[src/rtl/xfer_ctl_pkg.sv]
// Package: shared types and field layout for the transfer-control unit.
// Assumes an 8-bit register data path.
package xfer_ctl_pkg;
    localparam int DATA_W = 8;

    // Bit positions in the configuration register (host-visible layout).
    localparam int B_PEN  = 0;
    localparam int B_CEN  = 1;
    localparam int B_SDC  = 2;
    localparam int B_ACAL = 3;
    localparam int B_PPIO = 6;
    localparam int B_CPIO = 7;

    // Bit positions in the pin register.
    localparam int B_IEN   = 1;
    localparam int B_XCTL0 = 6;
    localparam int B_XCTL1 = 7;

    typedef struct packed {
        logic cap_pio;
        logic play_pio;
        logic auto_cal;
        logic single_ch;
        logic cap_en;
        logic play_en;
    } cfg_t;

    localparam cfg_t CFG_RESET = '{auto_cal: 1'b1, default: 1'b0};
endpackage

[src/rtl/xfer_ctl_regfile.sv]
// Module: holds the configuration and pin registers behind an indirect index.
// Assumes one write strobe per cycle. Reserved bits are not stored and read as zero.
module xfer_ctl_regfile
    import xfer_ctl_pkg::*;
#(
    parameter int IDX_W   = 4,
    parameter int CFG_IDX = 9,
    parameter int PIN_IDX = 10
) (
    input  logic              clk,
    input  logic              rst_n,
    input  logic              mce,
    input  logic              wr,
    input  logic [IDX_W-1:0]  idx,
    input  logic [DATA_W-1:0] wdata,
    output logic [DATA_W-1:0] rdata,
    output cfg_t              cfg,
    output logic              ien,
    output logic [1:0]        xctl
);
    localparam logic [IDX_W-1:0] CFG_SEL = IDX_W'(CFG_IDX);
    localparam logic [IDX_W-1:0] PIN_SEL = IDX_W'(PIN_IDX);

    logic cfg_hit, pin_hit;
    assign cfg_hit = wr && (idx == CFG_SEL);
    assign pin_hit = wr && (idx == PIN_SEL);

    // Configuration register: enables always writable, rest only in mode-change window.
    always_ff @(posedge clk) begin
        if (!rst_n) begin
            cfg <= CFG_RESET;
        end else if (cfg_hit) begin
            cfg.play_en <= wdata[B_PEN];
            cfg.cap_en  <= wdata[B_CEN];
            if (mce) begin
                cfg.single_ch <= wdata[B_SDC];
                cfg.auto_cal  <= wdata[B_ACAL];
                cfg.play_pio  <= wdata[B_PPIO];
                cfg.cap_pio   <= wdata[B_CPIO];
            end
        end
    end

    // Pin register: interrupt enable and the two control pins, never protected.
    always_ff @(posedge clk) begin
        if (!rst_n) begin
            ien  <= 1'b0;
            xctl <= 2'b00;
        end else if (pin_hit) begin
            ien  <= wdata[B_IEN];
            xctl <= {wdata[B_XCTL1], wdata[B_XCTL0]};
        end
    end

    // Read mux: rebuild the host layout, zeros in reserved and unknown positions.
    always_comb begin
        rdata = '0;
        if (idx == CFG_SEL) begin
            rdata[B_PEN]  = cfg.play_en;
            rdata[B_CEN]  = cfg.cap_en;
            rdata[B_SDC]  = cfg.single_ch;
            rdata[B_ACAL] = cfg.auto_cal;
            rdata[B_PPIO] = cfg.play_pio;
            rdata[B_CPIO] = cfg.cap_pio;
        end else if (idx == PIN_SEL) begin
            rdata[B_IEN]   = ien;
            rdata[B_XCTL0] = xctl[0];
            rdata[B_XCTL1] = xctl[1];
        end
    end

    // protected fields hold across a write made outside the window.
    p_protect_r2: assert property (@(posedge clk) disable iff (!rst_n)
        (cfg_hit && !mce) |=> ({cfg.cap_pio, cfg.play_pio, cfg.auto_cal, cfg.single_ch}
                               == $past({cfg.cap_pio, cfg.play_pio, cfg.auto_cal, cfg.single_ch})));

    // the control pins move only on a write to the pin register.
    p_pins_stable_r9: assert property (@(posedge clk) disable iff (!rst_n)
        !pin_hit |=> $stable(xctl));
endmodule

[src/rtl/xfer_ctl_route.sv]
// Module: turns ready strobes and configuration into the two DMA request lines.
// Assumes strobes are synchronous to clk; requests follow the registered strobe.
module xfer_ctl_route
    import xfer_ctl_pkg::*;
(
    input  logic clk,
    input  logic rst_n,
    input  cfg_t cfg,
    input  logic play_rdy,
    input  logic cap_rdy,
    output logic play_req,
    output logic cap_req
);
    logic play_rdy_q, cap_rdy_q;
    logic play_ok, cap_ok, cap_shared;

    // Strobe capture: one register stage between the sample logic and the lines.
    always_ff @(posedge clk) begin
        if (!rst_n) begin
            play_rdy_q <= 1'b0;
            cap_rdy_q  <= 1'b0;
        end else begin
            play_rdy_q <= play_rdy;
            cap_rdy_q  <= cap_rdy;
        end
    end

    // Routing: per-direction permission, then single-channel merge with playback priority.
    always_comb begin
        play_ok    = cfg.play_en && !cfg.play_pio;
        cap_ok     = cfg.cap_en && !cfg.cap_pio;
        cap_shared = cfg.single_ch && cap_ok && !cfg.play_en && cap_rdy_q;
        play_req   = (play_rdy_q && play_ok) || cap_shared;
        cap_req    = !cfg.single_ch && cap_ok && cap_rdy_q;
    end

    // the capture line stays low whenever the channels are merged.
    p_capline_r6: assert property (@(posedge clk) disable iff (!rst_n)
        cfg.single_ch |-> !cap_req);

    // no request without a strobe from the previous cycle.
    p_norq_r4: assert property (@(posedge clk) disable iff (!rst_n)
        (!play_rdy_q && !cap_rdy_q) |-> (!play_req && !cap_req));

    // a direction in PIO mode never raises its own line.
    p_pio_r5: assert property (@(posedge clk) disable iff (!rst_n)
        (cfg.cap_pio && !cfg.single_ch) |-> !cap_req);
endmodule

[src/rtl/xfer_ctl_event.sv]
// Module: sticky interrupt and calibration start pulse.
// Assumes mce and pwrdn are synchronous levels; a falling edge is seen over one clock.
module xfer_ctl_event (
    input  logic clk,
    input  logic rst_n,
    input  logic ien,
    input  logic auto_cal,
    input  logic cnt_done,
    input  logic irq_clr,
    input  logic mce,
    input  logic pwrdn,
    output logic irq,
    output logic cal_start
);
    logic mce_q, pwrdn_q;

    // Interrupt flag: set by an enabled count strobe (set wins), cleared by the clear strobe.
    always_ff @(posedge clk) begin
        if (!rst_n)                irq <= 1'b0;
        else if (cnt_done && ien)  irq <= 1'b1;
        else if (irq_clr)          irq <= 1'b0;
    end

    // Edge detect and calibration pulse on leaving the window or leaving power-down.
    always_ff @(posedge clk) begin
        if (!rst_n) begin
            mce_q     <= 1'b0;
            pwrdn_q   <= 1'b0;
            cal_start <= 1'b0;
        end else begin
            mce_q     <= mce;
            pwrdn_q   <= pwrdn;
            cal_start <= auto_cal && ((mce_q && !mce) || (pwrdn_q && !pwrdn));
        end
    end

    // the flag holds until a clear arrives.
    p_irq_hold_r10: assert property (@(posedge clk) disable iff (!rst_n)
        (irq && !irq_clr) |=> irq);

    // a clear without a concurrent enabled strobe drops the flag.
    p_irq_clr_r10: assert property (@(posedge clk) disable iff (!rst_n)
        (irq_clr && !(cnt_done && ien)) |=> !irq);

    // a pulse needs autocalibrate enabled in the previous cycle.
    p_cal_gate_r11: assert property (@(posedge clk) disable iff (!rst_n)
        cal_start |-> $past(auto_cal));
endmodule

[src/rtl/xfer_ctl_regs.sv]
// Module: top of the codec transfer-control unit; wires register file, routing and events.
// Assumes all inputs are synchronous to clk.
module xfer_ctl_regs
    import xfer_ctl_pkg::*;
#(
    parameter int IDX_W   = 4,
    parameter int CFG_IDX = 9,
    parameter int PIN_IDX = 10
) (
    input  logic              clk,
    input  logic              rst_n,
    input  logic              mce_i,
    input  logic              pwrdn_i,
    input  logic              reg_wr_i,
    input  logic [IDX_W-1:0]  reg_idx_i,
    input  logic [DATA_W-1:0] reg_wdata_i,
    output logic [DATA_W-1:0] reg_rdata_o,
    input  logic              play_rdy_i,
    input  logic              cap_rdy_i,
    input  logic              cnt_done_i,
    input  logic              irq_clr_i,
    output logic              play_req_o,
    output logic              cap_req_o,
    output logic [1:0]        xctl_o,
    output logic              irq_o,
    output logic              cal_start_o
);
    cfg_t cfg;
    logic ien;

    xfer_ctl_regfile #(
        .IDX_W  (IDX_W),
        .CFG_IDX(CFG_IDX),
        .PIN_IDX(PIN_IDX)
    ) u_regs (
        .clk  (clk),
        .rst_n(rst_n),
        .mce  (mce_i),
        .wr   (reg_wr_i),
        .idx  (reg_idx_i),
        .wdata(reg_wdata_i),
        .rdata(reg_rdata_o),
        .cfg  (cfg),
        .ien  (ien),
        .xctl (xctl_o)
    );

    xfer_ctl_route u_route (
        .clk     (clk),
        .rst_n   (rst_n),
        .cfg     (cfg),
        .play_rdy(play_rdy_i),
        .cap_rdy (cap_rdy_i),
        .play_req(play_req_o),
        .cap_req (cap_req_o)
    );

    xfer_ctl_event u_evt (
        .clk      (clk),
        .rst_n    (rst_n),
        .ien      (ien),
        .auto_cal (cfg.auto_cal),
        .cnt_done (cnt_done_i),
        .irq_clr  (irq_clr_i),
        .mce      (mce_i),
        .pwrdn    (pwrdn_i),
        .irq      (irq_o),
        .cal_start(cal_start_o)
    );
endmodule

[config.mk]
export PLATFORM = sky130hd
export DESIGN_NAME = xfer_ctl_regs
export DESIGN_NICKNAME = d
export VERILOG_FILES = /design/src/rtl/xfer_ctl_pkg.sv /design/src/rtl/xfer_ctl_regfile.sv /design/src/rtl/xfer_ctl_route.sv /design/src/rtl/xfer_ctl_event.sv /design/src/rtl/xfer_ctl_regs.sv
export SDC_FILE = /design/constraint.sdc
export NUM_CORES = 1
export LEC_CHECK = 0
export ABC_AREA = 1
export BUFFER_PORTS_ARGS = -buffer_cell sky130_fd_sc_hd__buf_2
export CORE_MARGIN = 2
export CORE_UTILIZATION = 31
export CTS_CLUSTER_SIZE = 14
export DETAILED_ROUTE_END_ITERATION = 8
export GPL_TIMING_DRIVEN = 1
export PLACE_DENSITY = 0.57
export RECOVER_POWER = 25
export SLEW_MARGIN = 20
export SYNTH_ARGS = -nofsm -noshare
export SYNTH_HDL_FRONTEND = slang
export SYNTH_SLANG_ARGS = --single-unit
[constraint.sdc]
create_clock -name clk -period 0.9 [get_ports clk]
set_input_delay 0.09 -clock clk [delete_from_list [all_inputs] [get_ports clk]]
set_output_delay 0.09 -clock clk [all_outputs]
set_load 0.1 [all_outputs]
==> impl_metrics.yaml, run 1 <==
die:
  dieArea_um2: 2850
  io_pins: 35
  die_y_um: 53.4
  start_util_pct: 33.6
  core_um2: 2250
  die_w_um: 53.4
  fp-row-count: 17
timing:
  setup_viol: 11
  finalWorstSetupSlack_ns: -0.425
  hold_violations: 0
  fin_crit_sh_pct: 147
  max_freq_mhz: 755
  max_slew_margin_pct: 62.2
  tightest_slew_ns: 0.568
  rsz0062_at_grt: "true"
  drv_slew: 0
  fin_crit_ns: 1.33
  whs_ns: 0.0407
  finClkSkew_ns: 0.00470
power_and_ir_drop:
  p_per_area_nw_per_um2: 978
  p_int_uw: 953
  power_uw: 1390
  p_switching_uw: 441
  power.share.combinational_pct: 22.8
  clockPowerShare_pct: 28.2
  p_leak_uw: 0.000642
  power_frac_seq_pct: 49.0
  vdd_drop_max_mv: 1.07
  switching_share_pct: 31.6
global_routing:
  track_usage_pct: 16.7
  grt_pass1_wl_um: 3410
  grt_max_degree: 13
  grt_antenna_before_repair: 0
  grt_overflow_total: 0
  grt_pass1_vias: 796
route:
  wl_per_cell_um: 10.6
  drt-pass1-iter-count: 4
  vias: 817
  drt_iter0_drc: 6
  vias_per_cell: 4.37
  drc_errors: 0
  routed_wl_um: 1990
  ant_nets: 0
layout:
  final_util_pct: 63.2
  final_area_um2: 1430
  diodes: 0
  syn_to_final_growth_pct: 88.3
  nets: 181
  layout_common_cells: "nand2_1 (22), buf_2 (17), nor2_1 (15)"
  drive_gt1_share_pct: 54.7
  layout_commonest_cell: "nand2_1"
  fillCellCount: 202
  fin_cells: 187
worst_setup_path:
  critPathArrivalTime_ns: 1.24
  crit_type: "reg2out"
  cp_data_required_time_ns: 0.81
  cp_max_fo: 3
  cp-end-kind: "primary output"
  critPathLaunchType: "flip-flop"
place:
  dp_hpwl_um: 1510
  place_congestion: 0.799
  io_buffers: 30
  place_area_um2: 1280
  dp.cells: 176
synth:
  yosysUniqueCellTypes: 20
  synthCells: 112
  ys_seq_area_share_pct: 39.7
  syn_area_per_cell_um2: 6.76
  netlist_area_um2: 757
  ys_warn_count: 0
  ys_ff_latch: 15
clocking:
  cts-root-buf: "clkbuf_4"
  htree_num_levels: 1
  path_clk_slew_ns: 0.09
  clock_sinks: 15
  clock_path_buffers: 2
  clk_latency_ns: 0.28
  cts_tree: "built"
  cts_buffers: 3
run_status:
  violations: "setup timing"
  status: "finished with violations"
run:
  max-cap-violations: 0
worst_hold_path:
  hold_class: "in2reg"
final cells by class:
cell class | instances | area [um^2] | area share [%]
inverter | 24 | 118 | 8.25
tap | 28 | 35.0 | 2.46
sequential | 15 | 327 | 22.9
clock buffer | 3 | 22.5 | 1.58
clock inverter | 1 | 5.00 | 0.351
multi-input combinational | 70 | 443 | 31.1
timing repair buffer | 46 | 475 | 33.4
metrics by stage:
| step | setup TNS, ns | setup WS (ns) |
|---|---|---|
| after floorplan | -2.66 | -0.630 |
| after global placement | -1.22 | -0.169 |
| after detailed placement | -1.48 | -0.213 |
| after CTS | -2.61 | -0.448 |
| after global routing | -3.11 | -0.494 |
| final | -2.46 | -0.425 |
cells in the mapped netlist:
library cell | instances | area [um^2]
dfxtp_1 | 15 | 300
buf_2 | 1 | 5.00
nor2_4 | 3 | 33.8
conb_1 | 1 | 3.75
nand3_4 | 1 | 17.5
buf_4 | 3 | 22.5
nand2_2 | 1 | 6.26
nand3_1 | 4 | 20.0
nand4_1 | 4 | 25.0
nor4_1 | 1 | 6.26
nand3_2 | 1 | 10.0
nand2_1 | 24 | 90.1
a21oi_1 | 3 | 15.0
inv_1 | 23 | 86.3
o22ai_1 | 1 | 6.26
inv_2 | 1 | 3.75
o21bai_1 | 1 | 7.51
o21ai_0 | 4 | 20.0
nor2_2 | 1 | 6.26
nor2_1 | 19 | 71.3
cells by family after synthesis:
kind of cell / synth area share [%]
compound gates: 6.45
buf+inv: 15.5
flops: 39.7
other cells: 0.495
simple gates: 37.9
path summary, 6_finish.rpt:
path / depth (start not counted) / slack, ns / start / to
setup / recovery: 5 / -0.43 / u_regs.cfg[1]$_SDFFE_PN0P_ / reg_rdata_o[1]
hold / removal: 4 / 0.04 / irq_clr_i / u_evt.irq$_SDFFE_PN0P_
setup reg to reg: 3 / 0.19 / u_regs.cfg[3]$_SDFFE_PN1P_ / u_regs.cfg[3]$_SDFFE_PN1P_
hold reg to reg: 2 / 0.47 / u_regs.ien$_SDFFE_PN0P_ / u_evt.irq$_SDFFE_PN0P_
layer usage:
layer  global-route usage [%]  part of all wire (%)  up-vias
met2                     29.4                    49       21
li1                         -                     -      432
met3                     5.93                   4.7        2
met1                     19.7                    45      362
met4                     2.56                  0.70        0
met5                        0                     0        -
repair_timing:
item	4_1_cts	5_1_grt
hold buffers	3	0
buffers inserted	4	0
hold endpoints to repair	3	0
endpoints found under the setup margin	11	13
pin swaps	4	3
gates resized for setup	16	8
flip-flops by register name, summed over array words and instances (netlist names):
name / count
u_evt.cal_start: 1
u_regs.xctl: 2
u_regs.ien: 1
u_route.play_rdy_q: 1
u_evt.mce_q: 1
u_evt.irq: 1
u_evt.pwrdn_q: 1
u_route.cap_rdy_q: 1
u_regs.cfg: 6
power by group through the flow:
stage                     combinational, uW  clock (uW)  sequential, uW
after floorplan                         155           0             732
after global placement                  293           0             702
after detailed placement                297           0             702
after CTS                               318         407             684
after global routing                    344         447             684
final                                   318         393             682
worst max-delay path, cell delays in order, from the launching register on:
cell and delay, ns:
dfxtp_2 0.36, inv_4 0.05, buf_4 0.13, buf_6 0.11, o22ai_4 0.11, buf_12 0.19
No activity file was read; power rests on OpenSTA's default activity.
==> run 2: changes to the inputs <==
--- a/config.mk
+++ b/config.mk
@@ -13,7 +13,6 @@
 export DETAILED_ROUTE_END_ITERATION = 8
 export GPL_TIMING_DRIVEN = 1
 export PLACE_DENSITY = 0.57
-export RECOVER_POWER = 25
 export SLEW_MARGIN = 20
 export SYNTH_ARGS = -nofsm -noshare
 export SYNTH_HDL_FRONTEND = slang
==> run 2 against run 1 <==
  * The flow still finishes with violations (setup timing)
  * Clock skew stayed put
  * Final cell count unchanged
  * Die area is the same
  * Design area hardly changed
  * Maximum frequency barely moved
  * Critical path type unchanged
  * Sequential power about the same
  * First-iteration DRC count unchanged
  * Critical endpoint unchanged
  * Largest power group unchanged
  * Sequential share of layout area hardly changed
  * Flip-flop and latch count unchanged
==> impl_metrics.yaml, run 2 (synthesized netlist as in run 1, its figures left out) <==
timing:
  fin_crit_ns: 1.33
  whs_ns: 0.0407
  finalWorstSetupSlack_ns: -0.425
  rsz0062_at_grt: "true"
  hold_violations: 0
  fin_crit_sh_pct: 147
  finClkSkew_ns: 0.00470
  drv_slew: 0
  setup_viol: 11
  max_freq_mhz: 755
power_and_ir_drop:
  power_uw: 1390
  vdd_drop_max_mv: 1.07
  p_per_area_nw_per_um2: 977
  p_leak_uw: 0.000645
clocking:
  cts_buffers: 3
  clock_path_buffers: 2
  cts-root-buf: "clkbuf_4"
  path_clk_slew_ns: 0.09
  clk_latency_ns: 0.28
  clock_sinks: 15
  cts_tree: "built"
  htree_num_levels: 1
worst_setup_path:
  critPathArrivalTime_ns: 1.24
  cp_data_required_time_ns: 0.81
  cp_max_fo: 3
  crit_type: "reg2out"
  startpoint: "u_regs.cfg[1]$_SDFFE_PN0P_"
  r2r-start: "u_regs.cfg[0]$_SDFFE_PN0P_"
  cp-end-kind: "primary output"
  critPathLaunchType: "flip-flop"
die:
  core_um2: 2250
  die_y_um: 53.4
  start_util_pct: 33.6
  io_pins: 35
  die_w_um: 53.4
  dieArea_um2: 2850
  fp-row-count: 17
layout:
  reg.largest.list: "u_regs.cfg (6), u_regs.xctl (2)"
  final_area_um2: 1430
  syn_to_final_growth_pct: 88.4
  drive_gt1_share_pct: 55.3
  layout_commonest_cell: "nand2_1"
  diodes: 0
  largest_register_ffs: 6
  regMostFlops: "u_regs.cfg"
  layout_common_cells: "nand2_1 (22), buf_2 (18), nor2_1 (15)"
  nets: 181
global_routing:
  track_usage_pct: 16.7
  grt_pass1_vias: 796
  grt_antenna_before_repair: 0
  grt_max_degree: 13
  grt_pass1_wl_um: 3410
  grt_overflow_total: 0
place:
  dp_hpwl_um: 1510
  place_congestion: 0.799
  place_ws_ns: -0.213
  io_buffers: 30
  place_area_um2: 1280
route:
  vias_per_cell: 4.37
  vias: 817
  routed_wl_um: 1990
  ant_nets: 0
  drt-pass1-iter-count: 4
  drt_iter0_drc: 6
  wl_per_cell_um: 10.6
  drc_errors: 0
worst_hold_path:
  min_from: "irq_clr_i"
  hold_class: "in2reg"
run_status:
  violations: "setup timing"
  status: "finished with violations"
run:
  max-cap-violations: 0
run 2: cell types whose count changed in the layout (fill, tap and decap cells not counted), sizes merged:
cell    before  now
clkbuf       4    3
buf         42   43
run 2: worst paths after layout:
kind	slack [ns]	endpoint	cells past startpoint
worst max-delay path	-0.43	reg_rdata_o[1]	5
worst min register to register	0.47	u_evt.irq$_SDFFE_PN0P_	2
worst min-delay path	0.04	u_evt.irq$_SDFFE_PN0P_	4
worst max register to register	0.20	u_regs.cfg[0]$_SDFFE_PN0P_	3
run 2: repair_timing:
item / in CTS / in global routing
hold buffers: 3 / 0
buffers inserted: 4 / 0
pin swaps: 4 / 3
endpoints found under the hold margin: 3 / 0
setup endpoints to repair: 11 / 13
gates resized for setup: 16 / 8
cloned: 0 / 0
run 2: critical path, stage by stage, from the launching register on:
cell and delay, ns:
dfxtp_2 0.36, inv_4 0.05, buf_4 0.13, buf_6 0.11, o22ai_4 0.11, buf_12 0.19
run 2: per-stage QoR:
step,TNS (ns),instances,utilization [%]
final,-2.46,187,63.3
after detailed placement,-1.48,176,56.8
after CTS,-2.61,187,62.2
after global routing,-3.11,187,63.3
after global placement,-1.22,176,56.8
after floorplan,-2.66,113,-
run 2: routing by layer:
metal	vias up	routed length (um)	global-route usage (%)
met2	21	976	29.4
met5	-	0	0
met1	362	905	19.7
li1	432	-	-
met4	0	14	2.56
met3	2	94	5.93
run 2: layout make-up:
cell class                 count  area (um^2)
fill                         201          828
timing repair buffer          46          477
multi-input combinational     70          443
sequential                    15          327
inverter                      24          118
tap                           28         35.0
clock buffer                   3         22.5
clock inverter                 1         5.00
run 2: report_power, final:
| group | switching (uW) | internal [uW] |
|---|---|---|
| clock | 228 | 165 |
| combinational | 201 | 118 |
| sequential | 11.6 | 671 |
| total | 441 | 953 |
